`src/rtl/rxf_pkg.sv`:
```
package rxf_pkg;
  typedef enum logic [1:0] {
    S_IDLE = 2'd0,
    S_ADDR = 2'd1,
    S_PASS = 2'd2,
    S_DROP = 2'd3
  } rxf_state_t;
endpackage

```
`src/rtl/rxf_shadow.sv`:
```
module rxf_shadow #(
  parameter int DATA_W = 8
) (
  input  logic              clk,
  input  logic              rst,
  input  logic              frm_start,
  input  logic [DATA_W-1:0] match_val,
  input  logic              filt_en,
  output logic [DATA_W-1:0] sh_val,
  output logic              sh_en
);
  always_ff @(posedge clk) begin
    if (rst) begin
      sh_val <= '0;
      sh_en  <= 1'b0;
    end else if (frm_start) begin
      sh_val <= match_val;
      sh_en  <= filt_en;
    end
  end

  AST_SHADOW_HOLD: assert property (@(posedge clk) disable iff (rst)
    !frm_start |=> $stable(sh_val) && $stable(sh_en));
endmodule

```
`src/rtl/rxf_addr_cmp.sv`:
```
module rxf_addr_cmp #(
  parameter int DATA_W = 8
) (
  input  logic [DATA_W-1:0] addr,
  input  logic [DATA_W-1:0] ref_val,
  input  logic              en,
  output logic              hit
);
  localparam logic [DATA_W-1:0] BCAST = {DATA_W{1'b1}};

  always_comb begin
    hit = !en || (addr == ref_val) || (addr == BCAST);
  end
endmodule

```
`src/rtl/rxf_fsm.sv`:
```
module rxf_fsm
  import rxf_pkg::*;
#(
  parameter int DATA_W = 8
) (
  input  logic              clk,
  input  logic              rst,
  input  logic              frm_start,
  input  logic              byte_vld,
  input  logic [DATA_W-1:0] byte_data,
  input  logic              frm_end,
  input  logic              hit,
  output logic              out_vld,
  output logic [DATA_W-1:0] out_data,
  output logic              out_last,
  output logic              drop_pulse
);
  localparam logic [DATA_W-1:0] ALL_ONES = {DATA_W{1'b1}};

  rxf_state_t state;

  always_ff @(posedge clk) begin
    if (rst) begin
      state      <= S_IDLE;
      out_vld    <= 1'b0;
      out_last   <= 1'b0;
      drop_pulse <= 1'b0;
      out_data   <= '0;
    end else begin
      out_vld    <= 1'b0;
      out_last   <= 1'b0;
      drop_pulse <= 1'b0;
      if (byte_vld) out_data <= byte_data;
      if (frm_start) begin
        state <= S_ADDR;
      end else if (byte_vld) begin
        case (state)
          S_ADDR: begin
            if (hit) begin
              out_vld  <= 1'b1;
              out_last <= frm_end;
              state    <= frm_end ? S_IDLE : S_PASS;
            end else begin
              drop_pulse <= 1'b1;
              state      <= frm_end ? S_IDLE : S_DROP;
            end
          end
          S_PASS: begin
            out_vld  <= 1'b1;
            out_last <= frm_end;
            if (frm_end) state <= S_IDLE;
          end
          S_DROP: begin
            if (frm_end) state <= S_IDLE;
          end
          default: state <= S_IDLE;
        endcase
      end
    end
  end

  AST_DROP_EXCL: assert property (@(posedge clk) disable iff (rst)
    drop_pulse |-> !out_vld);
  AST_BCAST_PASS: assert property (@(posedge clk) disable iff (rst)
    (state == S_ADDR && byte_vld && !frm_start && byte_data == ALL_ONES) |=> out_vld);
  AST_LAST_VLD: assert property (@(posedge clk) disable iff (rst)
    out_last |-> out_vld);
  AST_IDLE_QUIET: assert property (@(posedge clk) disable iff (rst)
    (state == S_IDLE) |=> !out_vld && !drop_pulse);
  AST_ABORT_QUIET: assert property (@(posedge clk) disable iff (rst)
    frm_start |=> !out_vld && !drop_pulse);
endmodule

```
`src/rtl/rx_frame_addr_filter.sv`:
```
module rx_frame_addr_filter #(
  parameter int DATA_W = 8
) (
  input  logic              clk,
  input  logic              rst,
  input  logic              frm_start,
  input  logic              byte_vld,
  input  logic [DATA_W-1:0] byte_data,
  input  logic              frm_end,
  input  logic [DATA_W-1:0] match_val,
  input  logic              filt_en,
  output logic              out_vld,
  output logic [DATA_W-1:0] out_data,
  output logic              out_last,
  output logic              drop_pulse
);
  logic [DATA_W-1:0] sh_val;
  logic              sh_en;
  logic              hit;

  rxf_shadow #(.DATA_W(DATA_W)) i_shadow (
    .clk(clk), .rst(rst), .frm_start(frm_start),
    .match_val(match_val), .filt_en(filt_en),
    .sh_val(sh_val), .sh_en(sh_en)
  );

  rxf_addr_cmp #(.DATA_W(DATA_W)) i_cmp (
    .addr(byte_data), .ref_val(sh_val), .en(sh_en), .hit(hit)
  );

  rxf_fsm #(.DATA_W(DATA_W)) i_fsm (
    .clk(clk), .rst(rst), .frm_start(frm_start), .byte_vld(byte_vld),
    .byte_data(byte_data), .frm_end(frm_end), .hit(hit),
    .out_vld(out_vld), .out_data(out_data), .out_last(out_last),
    .drop_pulse(drop_pulse)
  );

  AST_RESET_QUIET: assert property (@(posedge clk)
    rst |=> !out_vld && !out_last && !drop_pulse);
endmodule

```
`config.mk`:
```
export PLATFORM = sky130hd
export DESIGN_NAME = rx_frame_addr_filter
export DESIGN_NICKNAME = d
export VERILOG_FILES = /design/src/rtl/rxf_pkg.sv /design/src/rtl/rxf_shadow.sv /design/src/rtl/rxf_addr_cmp.sv /design/src/rtl/rxf_fsm.sv /design/src/rtl/rx_frame_addr_filter.sv
export SDC_FILE = /design/constraint.sdc
export NUM_CORES = 1
export LEC_CHECK = 0
export ABC_AREA = 1
export BUFFER_PORTS_ARGS = -buffer_cell sky130_fd_sc_hd__buf_2
export CAP_MARGIN = 20
export CORE_UTILIZATION = 40
export CTS_CLUSTER_SIZE = 25
export DETAILED_ROUTE_END_ITERATION = 6
export PLACE_DENSITY = 0.69
export SLEW_MARGIN = 25
export SYNTH_ARGS = -nofsm -noshare
export SYNTH_HDL_FRONTEND = slang
export SYNTH_SLANG_ARGS = --single-unit
```
`constraint.sdc`:
```
create_clock -name clk -period 1.27 [get_ports clk]
set_input_delay 0.127 -clock clk [delete_from_list [all_inputs] [get_ports clk]]
set_output_delay 0.127 -clock clk [all_outputs]
set_load 0.1 [all_outputs]
```
; Yosys cells after proc, flatten, opt, wreduce, memory -nomap -nowiden
; Cells that the tools add are included.
[op_classes]
n_bitwise = 2
n_eq_ne = 7
reduce_logical = 10
n_mux = 12
[op_table]
columns = cell, n
row1 = $eq 8x8->1, 1
row2 = $eq 8x8->1 const B, 1
row3 = $mux 2, 4
row4 = $mux 1, 5
row5 = $eq 2x2->1 const B, 2
row6 = $pmux 1 s2, 2
row7 = $pmux 2 s2, 1
row8 = $reduce_and 2->1, 2
row9 = $reduce_or 2->1, 2
row10 = $reduce_or 4->1, 1
row11 = $ne 3x1->1 const B, 1
row12 = $reduce_or 3->1, 1
row13 = $eq 2x1->1 const B, 1
row14 = $logic_or 1x1->1, 2
row15 = $ne 2x1->1 const B, 1
row16 = $not 1->1, 2
row17 = $reduce_bool 2->1, 1
row18 = $logic_not 1->1, 1
[word_totals]
wordCells = 39
ff_bits = 22

; Longest topological paths before layout
[depth]
depth_word = 7
depth_mapped = 11

; Cells and area by module
; A second synthesis with hierarchy kept.
[hier_totals]
cells_unflattened = 171
area_unflattened_um2 = 1138.6
[by_module_without_submodules]
columns = module, cells_per_inst, seq_area_each_um2, area_each_um2, n_inst
row1 = rxf_fsm, 75, 260.2, 584.3, 1
row2 = rxf_shadow, 57, 180.2, 381.6, 1
row3 = rxf_addr_cmp, 39, 0.0, 172.7, 1

; Worst setup path before layout
; No wires, ideal clock.
[synth_path]
path_kind = reg-to-reg
start = reg i_fsm.state[0]
end = reg i_fsm.state[0]
path_buffers = 0
path_stages_with_launch = 7
required_time_ns = 1.155
path_slack_ns = -0.031
arrival_time_ns = 1.187
cell_sequence = dfxtp_1 > inv_1 > ha_1 > or2_0 > a21oi_2 > o21ai_0 > o21a_1
[synth_via]
elab_chain_len = 5
word_cells_on_any_way = 9
[synth_rtl]
columns = element, line_no
row1 = from (decl), rxf_fsm.sv:20  ; rxf_state_t state;
row2 = from (signal assigned), rxf_fsm.sv:42  ; state <= frm_end ? S_IDLE : S_PASS;
row3 = from (signal assigned), rxf_fsm.sv:45  ; state <= frm_end ? S_IDLE : S_DROP;
row4 = $eq 2x2->1, rxf_fsm.sv:37  ; case (state)
row5 = $reduce_or 2->1 (no source line), -
row6 = $pmux 2 s2, rxf_fsm.sv:37
row7 = $mux 1, rxf_fsm.sv:36  ; end else if (byte_vld) begin
row8 = $mux 1, rxf_fsm.sv:34  ; if (frm_start) begin
; Parallel ways exist; a longest one is shown, timed or not. The select of a mux whose other input is x is not followed.
; A chain may end at the register's enable or synchronous reset.

; Final worst setup path
; Ends and elaborated chain as after synthesis.

==> results.txt <==
----------------------------------------------------
[Status]
  Run status ... complete, but fails checks
  Violated checks ... setup timing

[Worst hold path]
  Startpoint of the most critical hold path ... match_val[7]
  Type of the tightest min-delay check ... input pin to register

[Pwr]
  Switching power of the nets ... 0.472 mW
  Power Total ... about 1.6 mW
  VDD IR-drop max ... approximately 800 uV
  Leakage component of the power ... about 0.6 nW
  Portion of total power attributed to sequential cells ... 46.6%
  Cell internal power dissipation ... around 1.1 mW
  Comb pwr share ... 20.5%
  Clk pwr share ... between 30% and 40%
  Cell Pwr Density ... about 1300 nW/um^2
  Switching power share of the total ... 29.2%

[Worst setup path]
  Worst EP arrival ... between 1.5 and 2 ns
  Longest individual stage delay on the worst path ... approximately 0.37 ns
  Maximum net fanout on the critical path ... 3
  Type of element launching the critical path ... register
  Endpoint type of the worst setup path ... register
  Critical path origin ... i_fsm.state[0]
  Reg-to-reg startpoint ... i_fsm.state[0]
  Critical path required time ... about 1.5 ns
  Crit path to ... i_fsm.state[0]
  Cell-by-cell listing of the critical path ... inv_2 > ha_4 > or2_1 > a21oi_2 > nand3_1 > nor2_1 > o21a_1
  Worst reg2reg setup slack ... -0.05 ns
  Slowest cell on the critical path ... sky130_fd_sc_hd__dfxtp_2
  Worst reg2reg endpoint ... i_fsm.state[0]
  Worst R2R Path Depth ... 7
  Setup CP Type ... register to register

[Synthesis]
  Fraction of the yosys area taken by sequential cells ... between 40% and 50%
  Register bit count reported by yosys ... 22
  Mapped Area ... 961 sq um
  Total of warnings raised by yosys ... 0
  Net count after synthesis ... ~150
  Syn Inst Count ... around 130
  Number of different library cells in the post-synthesis netlist ... 21
  Syn_area_per_cell ... roughly 7.5 sq um

[STA]
  Number of setup violations in the final report ... 1
  Highest attainable clock frequency ... between 700 and 800 MHz
  Setup clock skew after layout ... between 0.006 and 0.007 ns
  Least setup slack across all paths after layout ... -0.0516 ns
  Shortest period the worst path allows ... 1.32 ns
  Fin crit share ... 104%
  Setup repair after global routing missed its margin ... yes
  Slew at the pin closest to its max-slew limit ... 0.492 ns
  Max-slew violation total from the final report ... 0
  Count of endpoints failing hold in the final timing report ... 0
  Relative max-transition margin ... about two thirds
  Total Neg Setup Slack ... -0.0516 ns
  Hold_ws ... between 0.03 and 0.04 ns

[Die]
  # rows ... 17
  Total I/O pin count ... 33
  Effective utilization at floorplan ... 43.0%
  Area inside the core boundary ... between 2000 and 2500 sq um
  Die Y-Extent ... 51.0 microns
  Die Width ... approximately 51 microns
  Total Die Area ... 2600 sq um

[Clocking]
  Clk Latency, worst-skew pair ... 0.31 ns
  Clock tree from TritonCTS ... built
  Level count of the clock H-tree ... 1
  Clock Tree Root ... sky130_fd_sc_hd__clkbuf_4
  Post-CTS Hold Fix Bufs ... 0
  Worst-path clk slew ... between 0.1 and 0.15 ns
  TritonCTS sink count ... 22
  CTS Buf Count ... 3
  Total setup buffers inserted after CTS ... 0
  Buffer depth of the longest clock path ... 2

[Drt]
  Number of search-and-repair iterations in the first detailed-routing pass ... 2
  Detailed Route Iter0 Violations ... 10
  DRC violations left ... 0
  Vias per std cell ... 4.73
  Wirelength, routed ... between 2000 and 2500 microns
  Routed via count ... 899
  Number of nets with antenna violations after routing ... 0
  Wire per inst ... roughly 11 microns

[Placed design]
  Hpwl dp ... roughly 1600 microns
  Post-placement cell area ... between 1000 and 1500 sq um
  Count of buffers from port buffering ... 32
  Final weighted congestion of routability-driven global placement ... roughly 0.7

[GRT]
  Global-route wire length before repair ... 3590 microns
  Pin count of the biggest net entering global routing ... 19
  Gr usage total ... ~18%
  Antenna violations before repair ... 0
  Global route total overflow ... 0
  Number of global-route vias before repair ... 893

[Final layout]
  Final core utilization ... around 55%
  Share of cells above drive strength 1 ... 30.9%
  Layout filler cell count ... 221
  Total number of nets in the final design ... between 150 and 200
  Most common library cell in the layout ignoring fill and taps ... sky130_fd_sc_hd__buf_2
  Total area of sequential cells ... about 440 sq um
  Synthesis-to-layout area growth ... 27.1%
  Antenna fix cells ... 0
  Summed area of non-filler cells in the final layout ... around 1200 sq um
  Commonest non-fill, non-tap cells in the layout ... 31 x sky130_fd_sc_hd__buf_2, 27 x sky130_fd_sc_hd__nor2_1, 19 x sky130_fd_sc_hd__dfxtp_1
  Multi-input logic area ... between 400 and 500 sq um

[Job]
  Reported max-cap violation count ... 0

----------------------------------------------------
## sequential cells by signal, indices dropped and copies added, names as in the netlist
signal	count
i_fsm.drop_pulse	1
i_fsm.out_data	8
i_fsm.out_last	1
i_fsm.out_vld	1
i_fsm.state	2
i_shadow.sh_en	1
i_shadow.sh_val	8
## stage by stage
step,setup slack [ns],std cells
floorplan,-0.00762,128
global placement,-0.0300,186
detailed placement,-0.0919,186
CTS,-0.0525,190
global route,-0.138,190
finish,-0.0516,190
## how the worst min path moves through the flow
stage	endpoint	slack, ns	cells past startpoint
floorplan	i_fsm.out_data[5]	0.26	2
global placement	i_shadow.sh_val[4]	0.35	3
detailed placement	i_shadow.sh_val[4]	0.36	3
CTS	i_shadow.sh_val[4]	0.03	3
global route	i_shadow.sh_val[3]	0.03	3
finish	i_shadow.sh_val[7]	0.03	3
## layout make-up
cell class / instances / area share (%)
timing repair buffer: 33 / 13.9
sequential: 22 / 36.4
tap: 28 / 2.87
clock inverter: 1 / 2.46
multi-input combinational: 89 / 38.2
clock buffer: 3 / 1.84
inverter: 14 / 4.30
## synth_stat cells, drive strengths merged
cell	count	area share (%)
xnor2	5	4.6
or2	2	1.3
clkbuf	1	0.39
nor3b	1	0.78
buf	2	1.0
nand3	1	0.52
o21a	2	1.6
o21ai	18	9.4
inv	14	5.5
a21oi	7	4.0
nand2	19	7.9
dfxtp	22	46
nand4	2	1.3
a21boi	1	0.78
nor2	28	11
ha	3	3.9
## power by group through the flow
stage	registers [mW]	clock network, mW	logic (mW)
6_report	0.753	0.531	0.330
5_1_grt	0.759	0.573	0.358
4_1_cts	0.753	0.546	0.330
3_5_place_dp	0.768	0	0.327
3_3_place_gp	0.767	0	0.321
2_1_floorplan	0.896	0	0.111
## layer usage
layer  up-vias  global-route usage, %  share of wire (%)
met3         5                   5.06                5.9
li1        473                      -                  -
met4         0                   8.33                2.0
met2        29                   31.8                 44
met5         -                      0                  0
met1       392                   21.0                 48
## critical path, delay by kind of cell (launching register included)
| kind | cells | cell delay (ns) |
|---|---|---|
| adder cells (fa/ha/maj) | 1 | 0.15 |
| AND/OR/NAND/NOR | 3 | 0.44 |
| buffers and inverters | 1 | 0.05 |
| AO/OA/AOI/OAI | 2 | 0.27 |
| flip-flops | 1 | 0.37 |
## cell families (layout without fill, tap and decap cells)
kind of cell             after synthesis  count (layout)  share of synthesized area, %
AO/OA/AOI/OAI                         28              28                          15.8
AND/OR/NAND/NOR                       53              53                          23.0
buffers and inverters                 17              51                          6.90
adder cells (fa/ha/maj)                3               3                          3.91
flip-flops                            22              22                          45.8
XOR/XNOR                               5               5                          4.56
## repair_timing
item | in CTS | in global routing
endpoints found under the setup margin | 2 | 3
pin swaps | 5 | 0
gates resized for setup | 5 | 1
(Power assumes the default switching activity.)
